## src/rtl/wsi_pkg.sv

```systemverilog
package wsi_pkg;
  localparam int unsigned N_CLASS = 5;

  typedef enum int unsigned {
    CLS_FETCH = 0,
    CLS_MEM   = 1,
    CLS_ROM   = 2,
    CLS_IN    = 3,
    CLS_OUT   = 4
  } cls_e;

  typedef struct packed {
    logic mreq;
    logic iorq;
    logic rfsh;
    logic m1;
    logic rd;
    logic wr;
    logic rom_sel;
  } bus_st_t;
endpackage

```

## src/rtl/wsi_class_decode.sv

```systemverilog
module wsi_class_decode
  import wsi_pkg::*;
#(
  parameter int unsigned N = N_CLASS
) (
  input  bus_st_t        bus_i,
  output logic           sync_en_o,
  output logic [N-1:0]   hit_o
);
  logic mem_cyc;

  assign mem_cyc   = bus_i.mreq & ~bus_i.rfsh;
  assign sync_en_o = mem_cyc | bus_i.iorq;

  always_comb begin
    hit_o = '0;
    hit_o[CLS_FETCH] = bus_i.m1 & sync_en_o;
    hit_o[CLS_MEM]   = mem_cyc;
    hit_o[CLS_ROM]   = mem_cyc & bus_i.rom_sel;
    hit_o[CLS_IN]    = bus_i.iorq & bus_i.rd & ~bus_i.m1;
    hit_o[CLS_OUT]   = bus_i.iorq & bus_i.wr;
  end
endmodule

```

## src/rtl/wsi_cycle_start.sv

```systemverilog
module wsi_cycle_start (
  input  logic clk_i,
  input  logic rst_ni,
  input  logic sync_en_i,
  output logic start_o
);
  logic stg1_q, stg2_q;

  always_ff @(posedge clk_i or negedge rst_ni) begin
    if (!rst_ni) begin
      stg1_q <= 1'b0;
      stg2_q <= 1'b0;
    end else begin
      stg1_q <= sync_en_i;
      stg2_q <= stg1_q;
    end
  end

  // high for the single clock after sync is first seen
  assign start_o = stg1_q & ~stg2_q;
endmodule

```

## src/rtl/wsi_wait_merge.sv

```systemverilog
module wsi_wait_merge #(
  parameter int unsigned N = 5
) (
  input  logic         start_i,
  input  logic [N-1:0] hit_i,
  input  logic [N-1:0] en_i,
  input  logic         ready_ni,
  output logic         wait_req_o,
  output logic         wait_no,
  output logic         wait_ack_o
);
  logic [N-1:0] cls_req;

  for (genvar k = 0; k < N; k++) begin : g_cls
    assign cls_req[k] = hit_i[k] & en_i[k];
  end

  assign wait_req_o = start_i & (|cls_req);
  assign wait_no    = ~(wait_req_o | ~ready_ni);
  assign wait_ack_o = ~wait_no;
endmodule

```

## src/rtl/wait_state_inserter.sv

```systemverilog
module wait_state_inserter
  import wsi_pkg::*;
#(
  parameter int unsigned N = N_CLASS
) (
  input  logic         clk_i,
  input  logic         rst_ni,
  input  logic         mreq_i,
  input  logic         iorq_i,
  input  logic         rfsh_i,
  input  logic         m1_i,
  input  logic         rd_i,
  input  logic         wr_i,
  input  logic         rom_sel_i,
  input  logic [N-1:0] wait_en_i,
  input  logic         ready_ni,
  output logic         wait_no,
  output logic         wait_ack_o
);
  bus_st_t        bus;
  logic           sync_en;
  logic           start;
  logic           wait_req;
  logic [N-1:0]   hit;

  assign bus = '{mreq: mreq_i, iorq: iorq_i, rfsh: rfsh_i, m1: m1_i,
                 rd: rd_i, wr: wr_i, rom_sel: rom_sel_i};

  wsi_class_decode #(.N(N)) u_dec (
    .bus_i     (bus),
    .sync_en_o (sync_en),
    .hit_o     (hit)
  );

  wsi_cycle_start u_start (
    .clk_i     (clk_i),
    .rst_ni    (rst_ni),
    .sync_en_i (sync_en),
    .start_o   (start)
  );

  wsi_wait_merge #(.N(N)) u_merge (
    .start_i    (start),
    .hit_i      (hit),
    .en_i       (wait_en_i),
    .ready_ni   (ready_ni),
    .wait_req_o (wait_req),
    .wait_no    (wait_no),
    .wait_ack_o (wait_ack_o)
  );
endmodule

```

## config.mk

```make
export PLATFORM = sky130hd
export DESIGN_NAME = wait_state_inserter
export DESIGN_NICKNAME = d
export VERILOG_FILES = /design/src/rtl/wsi_pkg.sv /design/src/rtl/wsi_class_decode.sv /design/src/rtl/wsi_cycle_start.sv /design/src/rtl/wsi_wait_merge.sv /design/src/rtl/wait_state_inserter.sv
export SDC_FILE = /design/constraint.sdc
export NUM_CORES = 1
export LEC_CHECK = 0
export ABC_AREA = 1
export ABC_CLOCK_PERIOD_IN_PS = 870
export BUFFER_PORTS_ARGS = -buffer_cell sky130_fd_sc_hd__buf_4
export CAP_MARGIN = 10
export CELL_PAD_IN_SITES_DETAIL_PLACEMENT = 0
export CELL_PAD_IN_SITES_GLOBAL_PLACEMENT = 1
export CORE_AREA = 5 5 42 44
export CTS_BUF_LIST = sky130_fd_sc_hd__clkbuf_8
export DETAILED_ROUTE_END_ITERATION = 8
export DIE_AREA = 0 0 47 49
export GPL_TIMING_DRIVEN = 0
export HOLD_SLACK_MARGIN = 0.03
export PLACE_DENSITY_LB_ADDON = 0.1
export SYNTH_ARGS = -nofsm -noshare
export SYNTH_HDL_FRONTEND = slang
export SYNTH_SLANG_ARGS = --single-unit
```

## constraint.sdc

```tcl
create_clock -name clk_i -period 0.87 [get_ports clk_i]
set_clock_uncertainty 0.05 [all_clocks]
set_input_delay 0.174 -clock clk_i [delete_from_list [all_inputs] [get_ports clk_i]]
set_output_delay 0.174 -clock clk_i [all_outputs]
set_load 0.01 [all_outputs]
```

==> impl_metrics.toml <==
[status]
status = "complete, but fails checks"
failed_checks = "setup timing"

[logic_synthesis]
synthTopCellsByArea = "dfrtp_1, nand2_1, inv_1"
yosysTopAreaCellShare_pct = 29.4
synth_cell_types = 11
yosys_warnings = 0
synthSimpleGateAreaFrac_pct = 41.2
synth_compound_area_share_pct = 16.2
seq_area_frac_synth_pct = 29.4
ys_ff_latch = 2
synth_top_cell_by_area = "dfrtp_1"
synthTopCellsByCount = "nand2_1, inv_1, dfrtp_1"
syn_inst = 24
synth_xor_area_share_pct = 0
synth_top_family_by_area = "simple AND/OR/NAND/NOR gates"
synth-edff-count = 0
synth_area_per_cell_um2 = 7.09
synth_flop_cell = "dfrtp_1"
syn_nets = 39
async_reset_ff_share_pct = 100
synth_most_common_cell = "nand2_1"
synth.area.mux_share_pct = 0
synth_adder_area_share_pct = 0
syn_area_um2 = 170

[floorplanning]
dieArea_um2 = 2300
fp.dieH_um = 49
initial_core_util_pct = 12.1
boundaryPins = 17
rows = 14
fp.coreArea_um2 = 1400
fp.dieW_um = 47

[route]
dr.max_layer_used = "met3"
wl_met1_um = 162
wl_met3_um = 48
wl_met2_um = 263
wl_per_cell_um = 7.77
avgViaCountPerCell = 3.25
first_iter_violations = 0
vias = 198
drc_errors = 0
dr.pass1.iters = 1
ant_nets = 0
drt-total-wl_um = 474

[worst_setup_path]
start_kind = "flip-flop"
reg2reg_from = "u_start.stg1_q"
cp.arrival_ps = 930
criticalPathCategory = "flip-flop to output pin"
setup.worst_path.end_class = "output pin"
crit_required_ps = 650
crit_buf_inv = 1
path_delay_family = "flip-flops"
crit_chain = "nor2_4 -> nand2_1 -> nand2_1 -> buf_4"
slowest_delay_ps = 380
crit_start = "u_start.stg2_q"
cpMostUsedCell = "nand2_1"
slowest_stage = "dfrtp_1"
cp_max_fo = 2

[worst_hold_path]
hp-class = "primary input to flip-flop"
hp-start = "rfsh_i"

[clock_network]
cts_root_buf = "clkbuf_8"
clk_pin_slew_worst_paths_ps = 30
cts_tree = "built"
clkSinkCount = 2
cts_made_buffers = 3
cts.path.max_buffers = 2
worstSkewPairLatency_ps = 210
htree_levels = 1

[final_layout]
nNetsFinal = 62
antenna_cells = 0
layout-drive-gt1-share_pct = 57.8
syn_to_final_growth_pct = 117
stdcell_count = 61

[sta]
slew_violations = 0
fmax_ghz = 0.866
setup_viol = 2
min_period_ps = 1150
hold_slack_ps = 130
fin_crit_sh_pct = 133
relSlewSlack_pct = 92.6
hold_viol_final = 0
grt_setup_unrepaired = "yes"
tightest_slew_ps = 111
layout_setup_ws_ps = -285

[power]
leakage_nw = 0.203
p_per_area_nw_per_um2 = 1590
ir_drop_uv = 527

[placed_design]
hpwl_um = 406
post-place-cells = 56
port_buffers = 16
gp_congestion = 0.584

[global_routing]
grt_first_pass_wirelength_um = 710
grt_overflow = 0
grt_usage_pct = 4.65
grt_max_degree = 3
grt_pass1_vias = 216
grt_antenna_before_repair = 0

[job]
cap_violations = 0
[repair_timing]
| action | 4_1_cts | 5_1_grt |
|---|---|---|
| endpoints found under the setup margin | 2 | 2 |
| pin swaps | 1 | 0 |
| cloned | 0 | 0 |
| resized for setup | 1 | 0 |
| setup buffers | 1 | 0 |
| endpoints found under the hold margin | 2 | 0 |
| hold buffers | 1 | 0 |
[layout by cell type (no fill, tap or decap)]
cell type	synthesis	routed
buf_4	0	17
nand3_2	1	1
dlygate4sd3_1	0	1
a21oi_2	1	1
o21bai_4	1	1
nor2_1	1	1
clkinv_1	1	1
nand2_2	1	1
inv_1	5	4
inv_2	0	1
nand2_1	9	9
nand3_1	1	1
nor2_4	1	1
clkbuf_8	0	3
dfrtp_1	2	2
[registers in the layout, summed over array words and instances, names as in the netlist]
| signal | count |
|---|---|
| u_start.stg2_q | 1 |
| u_start.stg1_q | 1 |
[report_power, final]
group | leakage (nW) | switching, mW | internal [mW]
sequential | 0.0220 | 0.00423 | 0.0998
clock | 0.0216 | 0.0710 | 0.292
combinational | 0.160 | 0.0437 | 0.0749
[stage by stage]
| step | power (mW) | setup slack [ps] | setup TNS, ps | util [%] | instance area (um^2) |
|---|---|---|---|---|---|
| 2_1_floorplan | 0.150 | 5.04 | 0 | - | 170 |
| 3_3_place_gp | 0.216 | -200 | -400 | 22.1 | 310 |
| 3_5_place_dp | 0.218 | -200 | -395 | 22.1 | 310 |
| 4_1_cts | 0.604 | -294 | -580 | 26.3 | 369 |
| 5_1_grt | 0.619 | -329 | -638 | 26.3 | 369 |
| 6_report | 0.586 | -285 | -559 | 26.3 | 369 |
[path summary, 6_finish.rpt]
kind | end | cells past startpoint | slack (ps)
min reg2reg | u_start.stg2_q | 1 | 440
max reg2reg | u_start.stg2_q | 1 | 200
min | u_start.stg1_q | 2 | 130
max in group asynchronous | u_start.stg2_q | 2 | 450
max | wait_ack_o | 4 | -280
min in group asynchronous | u_start.stg1_q | 2 | 240
[layer usage]
| metal | vias up | global-route usage (%) |
|---|---|---|
| met4 | 0 | 8.29 |
| met2 | 10 | 6.56 |
| met1 | 76 | 3.96 |
| met3 | 0 | 0.369 |
| li1 | 112 | - |
| met5 | - | 0 |
[kinds of logic after synthesis]
| family | after synthesis |
|---|---|
| simple gates | 14 |
| buf+inv | 6 |
| flops | 2 |
| compound gates | 2 |
[final cells by class]
type / count / area [um^2]
Clock buffer: 3 / 41.3
Fill cell: 161 / 1030
Inverter: 6 / 22.5
Multi-Input combinational cell: 16 / 97.6
Sequential cell: 2 / 50.0
Tap cell: 16 / 20.0
Timing Repair Buffer: 18 / 138
(Power assumes the default switching activity.)
